File: src/rtl/disp_i2c_pkg.sv
// Shared constants and state types for the display I2C write target.
// Assumes a byte-oriented bus with 7-bit addressing.
package disp_i2c_pkg;

    localparam int BYTE_W    = 8;
    localparam int ADDR_W    = 7;
    // Control byte fields the parser decodes.
    localparam int CO_BIT    = 7;
    localparam int RS_BIT    = 6;

    // Bit-engine phase within a transfer.
    typedef enum logic [1:0] {
        PH_IDLE = 2'd0,   // not addressed, ignore bus until START
        PH_ADDR = 2'd1,   // receiving address byte
        PH_DATA = 2'd2    // addressed, receiving stream bytes
    } eng_phase_e;

    // Control-stream parser state.
    typedef enum logic [1:0] {
        PS_CTRL = 2'd0,   // next byte is a control byte
        PS_ONE  = 2'd1,   // next byte is a single payload byte
        PS_ALL  = 2'd2    // all bytes are payload until STOP/START
    } parse_state_e;

endpackage

File: src/rtl/disp_i2c_sync.sv
// Multi-stage synchroniser for asynchronous bus lines.
// Assumes idle-high lines; flops reset to 1 so no false edge leaves reset.
module disp_i2c_sync #(
    parameter int STAGES = 2,
    parameter int LINES  = 2
) (
    input  logic             clk,
    input  logic             rst_n,
    input  logic [LINES-1:0] d_i,
    output logic [LINES-1:0] q_o
);

    for (genvar g = 0; g < LINES; g++) begin : g_line
        logic [STAGES-1:0] chain;

        // Shift the raw line through the synchroniser chain.
        always_ff @(posedge clk) begin
            if (!rst_n) chain <= '1;
            else        chain <= {chain[STAGES-2:0], d_i[g]};
        end

        assign q_o[g] = chain[STAGES-1];
    end

endmodule

File: src/rtl/disp_i2c_bit_engine.sv
// Bit-level engine: detects START/STOP on synchronised lines, shifts bytes
// MSB first on SCL rise, matches the device address (write only), and
// drives the acknowledge from one SCL fall to the next.
// Assumes inputs already synchronised; no clock stretching.
module disp_i2c_bit_engine
    import disp_i2c_pkg::*;
#(
    parameter logic [ADDR_W-1:0] DEV_ADDR = 7'h3E
) (
    input  logic              clk,
    input  logic              rst_n,
    input  logic              scl,
    input  logic              sda,
    output logic              ack_pull,
    output logic              byte_vld,
    output logic [BYTE_W-1:0] byte_q,
    output logic              frame_rst
);

    localparam int                CNT_W    = $clog2(BYTE_W + 2);
    localparam logic [CNT_W-1:0]  LAST_BIT = CNT_W'(BYTE_W - 1);
    localparam logic [CNT_W-1:0]  BYTE_END = CNT_W'(BYTE_W);
    localparam logic [CNT_W-1:0]  ACK_SLOT = CNT_W'(BYTE_W + 1);

    logic              scl_d, sda_d;
    logic              start_c, stop_c, rise_c, fall_c;
    logic [CNT_W-1:0]  cnt;
    logic [BYTE_W-1:0] sh;
    logic [BYTE_W-1:0] nb;
    logic              addr_ok;
    eng_phase_e        phase;

    // Hold previous synchronised levels for edge detection.
    always_ff @(posedge clk) begin
        if (!rst_n) begin
            scl_d <= 1'b1;
            sda_d <= 1'b1;
        end else begin
            scl_d <= scl;
            sda_d <= sda;
        end
    end

    // Classify line events: conditions while SCL high, clock edges.
    always_comb begin
        start_c = scl & scl_d & sda_d & ~sda;
        stop_c  = scl & scl_d & ~sda_d & sda;
        rise_c  = scl & ~scl_d;
        fall_c  = ~scl & scl_d;
        nb      = {sh[BYTE_W-2:0], sda};
        addr_ok = (nb[BYTE_W-1:1] == DEV_ADDR) && !nb[0];
    end

    // Transfer sequencing: bit count, shifting, address match, ACK drive.
    always_ff @(posedge clk) begin
        if (!rst_n) begin
            phase     <= PH_IDLE;
            cnt       <= '0;
            sh        <= '0;
            byte_q    <= '0;
            byte_vld  <= 1'b0;
            ack_pull  <= 1'b0;
            frame_rst <= 1'b0;
        end else begin
            byte_vld  <= 1'b0;
            frame_rst <= start_c | stop_c;
            if (start_c) begin
                phase    <= PH_ADDR;
                cnt      <= '0;
                ack_pull <= 1'b0;
            end else if (stop_c) begin
                phase    <= PH_IDLE;
                cnt      <= '0;
                ack_pull <= 1'b0;
            end else if (phase != PH_IDLE) begin
                if (rise_c && cnt < BYTE_END) begin
                    sh  <= nb;
                    cnt <= cnt + 1'b1;
                    if (cnt == LAST_BIT) begin
                        if (phase == PH_DATA) begin
                            byte_vld <= 1'b1;
                            byte_q   <= nb;
                        end else if (!addr_ok) begin
                            phase <= PH_IDLE;
                        end
                    end
                end else if (fall_c && cnt == BYTE_END) begin
                    cnt      <= ACK_SLOT;
                    ack_pull <= 1'b1;
                end else if (fall_c && cnt == ACK_SLOT) begin
                    cnt      <= '0;
                    ack_pull <= 1'b0;
                    if (phase == PH_ADDR) phase <= PH_DATA;
                end
            end
        end
    end

endmodule

File: src/rtl/disp_i2c_ctl_parser.sv
// Control-stream parser: turns the byte stream after the address into
// (register-select, byte) payload strobes using each control byte's
// continuation and select bits.
// Assumes byte_vld only for bytes after an accepted address.
module disp_i2c_ctl_parser
    import disp_i2c_pkg::*;
(
    input  logic              clk,
    input  logic              rst_n,
    input  logic              frame_rst,
    input  logic              byte_vld,
    input  logic [BYTE_W-1:0] byte_i,
    output logic              pay_vld,
    output logic              pay_rs,
    output logic [BYTE_W-1:0] pay_byte
);

    parse_state_e st;
    logic         rs_q;

    // Advance the control/payload sequence and emit payload strobes.
    always_ff @(posedge clk) begin
        if (!rst_n) begin
            st       <= PS_CTRL;
            rs_q     <= 1'b0;
            pay_vld  <= 1'b0;
            pay_rs   <= 1'b0;
            pay_byte <= '0;
        end else begin
            pay_vld <= 1'b0;
            if (frame_rst) begin
                st <= PS_CTRL;
            end else if (byte_vld) begin
                case (st)
                    PS_CTRL: begin
                        rs_q <= byte_i[RS_BIT];
                        st   <= byte_i[CO_BIT] ? PS_ONE : PS_ALL;
                    end
                    PS_ONE: begin
                        pay_vld  <= 1'b1;
                        pay_rs   <= rs_q;
                        pay_byte <= byte_i;
                        st       <= PS_CTRL;
                    end
                    default: begin
                        pay_vld  <= 1'b1;
                        pay_rs   <= rs_q;
                        pay_byte <= byte_i;
                    end
                endcase
            end
        end
    end

endmodule

File: src/rtl/disp_i2c_wr_target.sv
// Top: write-only I2C target for a character display controller.
// Synchronises the bus, runs the bit engine and the control-byte parser.
// Assumes an external open-drain pad: sda_pull_o = 1 drives the line low.
module disp_i2c_wr_target
    import disp_i2c_pkg::*;
#(
    parameter logic [ADDR_W-1:0] DEV_ADDR    = 7'h3E,
    parameter int                SYNC_STAGES = 2
) (
    input  logic              clk,
    input  logic              rst_n,
    input  logic              scl_i,
    input  logic              sda_i,
    output logic              sda_pull_o,
    output logic              pay_vld_o,
    output logic              pay_rs_o,
    output logic [BYTE_W-1:0] pay_byte_o
);

    logic [1:0]        line_s;
    logic              eng_byte_vld;
    logic [BYTE_W-1:0] eng_byte;
    logic              frame_rst;

    disp_i2c_sync #(
        .STAGES (SYNC_STAGES),
        .LINES  (2)
    ) u_sync (
        .clk   (clk),
        .rst_n (rst_n),
        .d_i   ({scl_i, sda_i}),
        .q_o   (line_s)
    );

    disp_i2c_bit_engine #(
        .DEV_ADDR (DEV_ADDR)
    ) u_eng (
        .clk       (clk),
        .rst_n     (rst_n),
        .scl       (line_s[1]),
        .sda       (line_s[0]),
        .ack_pull  (sda_pull_o),
        .byte_vld  (eng_byte_vld),
        .byte_q    (eng_byte),
        .frame_rst (frame_rst)
    );

    disp_i2c_ctl_parser u_parse (
        .clk       (clk),
        .rst_n     (rst_n),
        .frame_rst (frame_rst),
        .byte_vld  (eng_byte_vld),
        .byte_i    (eng_byte),
        .pay_vld   (pay_vld_o),
        .pay_rs    (pay_rs_o),
        .pay_byte  (pay_byte_o)
    );

endmodule

File: config.mk
export PLATFORM = sky130hd
export DESIGN_NAME = disp_i2c_wr_target
export DESIGN_NICKNAME = d
export VERILOG_FILES = /design/src/rtl/disp_i2c_pkg.sv /design/src/rtl/disp_i2c_sync.sv /design/src/rtl/disp_i2c_bit_engine.sv /design/src/rtl/disp_i2c_ctl_parser.sv /design/src/rtl/disp_i2c_wr_target.sv
export SDC_FILE = /design/constraint.sdc
export NUM_CORES = 1
export LEC_CHECK = 0
export BUFFER_PORTS_ARGS = -buffer_cell sky130_fd_sc_hd__buf_2
export CAP_MARGIN = 10
export CORE_ASPECT_RATIO = 1.1
export CORE_MARGIN = 2
export CORE_UTILIZATION = 56
export DETAILED_ROUTE_END_ITERATION = 8
export MAX_ROUTING_LAYER = met4
export PLACE_DENSITY = 0.74
export RECOVER_POWER = 25
export SYNTH_ARGS = -nofsm -noshare
export SYNTH_HDL_FRONTEND = slang
export SYNTH_SLANG_ARGS = --single-unit
File: constraint.sdc
create_clock -name clk -period 3.45 [get_ports clk]
set_input_delay 0.345 -clock clk [delete_from_list [all_inputs] [get_ports clk]]
set_output_delay 0.345 -clock clk [all_outputs]
set_load 0.02 [all_outputs]
Yosys cells after proc, flatten, opt, wreduce, memory -nomap -nowiden

Index checks and enable logic that the tools add are counted.

Register bits after elaboration: 43
Input port bits: 4
Word-level logic and storage cells: 102

Add/sub/neg operators: 1
Magnitude comparators: 1
Equality and inequality tests: 15
Multiplexer cells: 19
Bitwise operators: 21
Reduce and logical (&&, ||, !) cells: 28

Operator list:

| operator            | count |
|---|---|
| $mux 2              | 8 |
| $reduce_and 7->1    | 2 |
| $not 1->1           | 13 |
| $mux 4              | 3 |
| $ne 4x2->1 const B  | 3 |
| $reduce_bool 2->1   | 5 |
| $reduce_and 3->1    | 3 |
| $eq 4x4->1 const B  | 2 |
| $reduce_bool 4->1   | 2 |
| $and 1x1->1         | 7 |
| $eq 7x6->1 const B  | 1 |
| $mux 1              | 7 |
| $ne 2x2->1 const B  | 3 |
| $reduce_and 6->1    | 1 |
| $reduce_bool 3->1   | 2 |
| $reduce_or 3->1     | 2 |
| $reduce_or 6->1     | 1 |
| $add 4x1->4 const B | 1 |
| $eq 2x1->1 const B  | 2 |
| $eq 4x3->1 const B  | 1 |
| $logic_and 1x1->1   | 4 |
| $lt 4x4->1 const B  | 1 |
| $ne 4x1->1 const B  | 1 |
| $pmux 2 s2          | 1 |
| other kinds (8)     | 9 |

Longest topological paths before layout

Word-level depth: 9
Depth in mapped cells: 6

Modules after synthesis

A second synthesis with hierarchy kept.

Cell total of the unflattened synthesis: 193
Area, all modules: 1781.7 µm²

Modules (own cells, without submodules):

| module              | times used | cells each | area each (µm²) | sequential area each (µm²) |
|---|---|---|---|---|
| disp_i2c_bit_engine | 1          | 127        | 1149.9          | 520.5 |
| disp_i2c_ctl_parser | 1          | 56         | 511.7           | 260.2 |
| disp_i2c_sync       | 1          | 10         | 120.1           | 80.1 |

Worst setup path before layout

No wires, ideal clock.

Path type: reg-to-reg
From: reg u_sync.g_line[1].chain[1]
To: reg u_eng.byte_q[0]
Data arrival time: 1477 ps
Setup slack: 1846 ps
Cell stages (with the launch flop): 7
Buffers on the path: 2
Clock period less this slack: 1604 ps
Cell sequence: dfxtp_1 or3b_1 buf_6 nor4_4 buf_6 mux2i_1 nor2_1

Longest elaborated chain between the ends: 5

Ends and longest elaborated chain:

| item                                        | RTL line                                             | source |
|---|---|---|
| start, declared                             | disp_i2c_sync.sv:14                                  | `logic [STAGES-1:0] chain;` |
| start signal, assigned                      | disp_i2c_sync.sv:19                                  | `else chain <= {chain[STAGES-2:0], d_i[g]};` |
| $and 1x1->1                                 | disp_i2c_bit_engine.sv:46, disp_i2c_bit_engine.sv:47 |  |
| $and 1x1->1 (on tied branches) (2 in a row) | disp_i2c_bit_engine.sv:46, disp_i2c_bit_engine.sv:47 |  |
| $not 1->1 (no line)                         | n/a                                                  |  |
| $reduce_and 6->1 (no line) *                | n/a                                                  |  |
| end signal, assigned                        | disp_i2c_bit_engine.sv:82                            | `byte_q <= nb;` |
| end, declared                               | disp_i2c_bit_engine.sv:16                            | `output logic [BYTE_W-1:0] byte_q,` |

Mark *: on every way between the ends. The rest lies on a longest branch, timed or not.
A chain may end at the register's enable or synchronous reset.

Worst setup path after layout

From: reg u_sync.g_line[1].chain[1]
To: reg u_eng.byte_q[7]

The elaborated chain is that of the path after synthesis.

==> flow_summary.json <==
{
  "status": "finished clean",
  "cts_setup_buffers": 0,
  "synth_fp_nets": 190,
  "vias_per_cell": 5.48,
  "ios": 15,
  "clock-sinks": 43,
  "dieArea_um2": 3520,
  "slew_violations": 0,
  "rrSetupSlack_ns": 1.39,
  "clk_latency_ns": 0.35,
  "setup_viol": 0,
  "cts_tree": "built",
  "track_usage_pct": 18.8,
  "path_max_fanout": 9,
  "syn_inst": 183,
  "nets": 204,
  "ant_nets": 0,
  "endpoint": "u_eng.byte_q[7]$_SDFFE_PN0P_",
  "globalRouteOverflowTotal": 0,
  "required_ns": 3.68,
  "dr.pass1.iters": 4,
  "grt_pass1_vias": 1116,
  "die_w_um": 56.8,
  "p_per_area_nw_per_um2": 413,
  "r2r-end": "u_eng.byte_q[7]$_SDFFE_PN0P_",
  "grt_pass1_wl_um": 4850,
  "cts_buffer_depth": 2,
  "start_util_pct": 57.3,
  "wl_per_cell_um": 12.8,
  "num_rows": 21,
  "synth_seq_cells": 43,
  "grt_max_degree": 28,
  "clkSlewWorstSetupHoldPaths_ns": 0.11,
  "slew_headroom_pct": 23.3,
  "post-place-ws_ns": 1.39,
  "dp_hpwl_um": 2100,
  "r2r_start": "u_sync.g_line[1].chain[1]$_SDFF_PN1_",
  "antenna_found_initial": 0,
  "criticalPathCategory": "flip-flop to flip-flop",
  "coreArea_um2": 3000,
  "tns_ns": 0,
  "postLayoutCoreUtil_pct": 61.2,
  "avgSynthCellArea_um2": 9.37,
  "ir_drop_uv": 328,
  "cts_hold_buf": 0,
  "start_kind": "flip-flop",
  "cp-startpoint": "u_sync.g_line[1].chain[1]$_SDFF_PN1_",
  "cts_resized": 0,
  "yosys_warnings": 0,
  "area_delta_synth_final_pct": 6.78,
  "worstMarginPinSlew_ns": 1.15,
  "hold_path_class": "primary input to flip-flop",
  "fin_skew_ns": 0.0104,
  "vias": 1271,
  "htreeDepth": 2,
  "post-route-period-util_pct": 59.7,
  "seq_area_frac_synth_pct": 50.2,
  "dr.first_iter.drc_count": 48,
  "worstPathArrival_ns": 2.29,
  "antenna_cells": 0,
  "fp.dieH_um": 62.0,
  "syn_area_um2": 1720,
  "finalHoldViolCount": 0,
  "rsz0062_at_grt": "no",
  "synth_top_cell_area_share_pct": 50.2,
  "place_congestion": 0.893,
  "p_leak_nw": 0.744,
  "crit_path_end_kind": "flip-flop",
  "cts_root_buf": "clkbuf_4",
  "cts_buffers": 5,
  "drive_gt1_share_pct": 10.6,
  "io_buffers": 14,
  "fill_cells": 293,
  "setup_slack_ns": 1.39,
  "postRouteWirelength_um": 2970,
  "cap_violations": 0,
  "fin_crit_ns": 2.06,
  "fmax_ghz": 0.485,
  "ys_top_cells_by_area": "dfxtp_1 (50%), mux2i_1 (11%), nor2_1 (6.1%)",
  "synth_cell_types": 39,
  "yosys.area.top_type": "dfxtp_1",
  "drc": 0,
  "r2r_cells": 4
}
per-layer routing:
layer	track usage, %	vias to the layer above	routed length (um)
li1	-	650	-
met1	21.5	591	1410
met2	29.6	19	1350
met3	5.80	11	112
met4	11.0	0	91
met5	-	-	0
sequential cells by signal, indices dropped and copies added (netlist names):
register             count
u_parse.pay_vld          1
u_parse.pay_byte         8
u_eng.byte_vld           1
u_sync.g_line.chain      4
u_eng.sh                 7
u_eng.byte_q             8
u_eng.cnt                4
u_eng.phase              2
u_eng.ack_pull           1
u_eng.scl_d              1
u_parse.st               2
u_eng.frame_rst          1
u_eng.sda_d              1
u_parse.rs_q             1
u_parse.pay_rs           1
through the flow:
| step | std cells | hold WS (ns) | power, mW | cell area, um^2 |
|---|---|---|---|---|
| 2_1_floorplan | 183 | 0.386 | 0.534 | 1720 |
| 3_3_place_gp | 224 | 0.389 | 0.539 | 1790 |
| 3_5_place_dp | 224 | 0.405 | 0.539 | 1790 |
| 4_1_cts | 232 | 0.161 | 0.766 | 1840 |
| 5_1_grt | 232 | 0.174 | 0.786 | 1830 |
| 6_report | 232 | 0.176 | 0.757 | 1830 |
synth_stat cells:
library cell,number
dfxtp_1,43
nor2_1,28
nand2_1,22
mux2i_1,18
a21oi_1,14
nand2b_1,7
inv_1,6
clkbuf_1,4
ha_1,3
nand3_1,3
nor3_1,3
a311oi_1,2
buf_6,2
o211ai_1,2
o21ai_0,2
a211oi_1,1
a221oi_1,1
a22oi_1,1
a31o_2,1
a32oi_1,1
a41o_1,1
and2_1,1
and3_1,1
and4b_1,1
and4bb_2,1
buf_1,1
clkinv_1,1
nand3b_1,1
nand4_1,1
nand4bb_1,1
nor2_2,1
nor3b_1,1
nor4_4,1
nor4bb_1,1
o21a_1,1
o31ai_1,1
or2_2,1
or3b_1,1
xor2_1,1
cells by family after synthesis:
| kind of cell | after synthesis | synth area share, % |
|---|---|---|
| buffers and inverters | 14 | 3.94 |
| AND/OR/NAND/NOR | 76 | 22.2 |
| adder cells (fa/ha/maj) | 3 | 2.19 |
| AO/OA/AOI/OAI | 28 | 10.4 |
| multiplexers | 18 | 10.5 |
| flip-flops | 43 | 50.2 |
| XOR/XNOR | 1 | 0.511 |
layout make-up:
cell class / instances / area [um^2] / area share [%]
multi-input combinational: 126 / 787 / 43.0
timing repair buffer: 14 / 65.1 / 3.55
inverter: 7 / 26.3 / 1.43
clock buffer: 7 / 45.0 / 2.46
sequential: 43 / 861 / 47.0
clock inverter: 1 / 5.00 / 0.273
tap: 34 / 42.5 / 2.32
placed cells by master (no fill, tap or decap), types with 2 or more instances in the layout:
cell / n
o211ai_1: 2
a311oi_1: 2
nor2_1: 28
nand3_1: 3
mux2i_1: 18
ha_1: 3
inv_1: 6
a21oi_1: 14
clkbuf_1: 6
nor3_1: 3
dfxtp_1: 43
o21ai_0: 2
nand2b_1: 7
clkbuf_4: 5
nand2_1: 22
buf_2: 10
where the power goes:
part / internal (mW) / leakage, nW / switching (mW)
sequential: 0.500 / 0.348 / 0.00435
combinational: 0.00733 / 0.367 / 0.0156
clock: 0.0796 / 0.0293 / 0.150
critical path, stage by stage (launching register included):
cell and delay (ns):
dfxtp_1 0.45, or3b_1 0.51, nor4_4 0.65, mux2i_1 0.28
nor2_1 0.06
worst min path at each step:
stage                                               from                                   end  slack [ns]  cells past startpoint
floorplan           u_sync.g_line[0].chain[0]$_SDFF_PN1_  u_sync.g_line[0].chain[1]$_SDFF_PN1_        0.39                      1
global placement    u_sync.g_line[0].chain[0]$_SDFF_PN1_  u_sync.g_line[0].chain[1]$_SDFF_PN1_        0.39                      1
detailed placement  u_sync.g_line[0].chain[0]$_SDFF_PN1_  u_sync.g_line[0].chain[1]$_SDFF_PN1_        0.40                      1
CTS                                                sda_i  u_sync.g_line[0].chain[0]$_SDFF_PN1_        0.16                      2
global route                                       scl_i  u_sync.g_line[1].chain[0]$_SDFF_PN1_        0.17                      2
finish                                             sda_i  u_sync.g_line[0].chain[0]$_SDFF_PN1_        0.18                      2
Power figures use the tool's default switching activity.
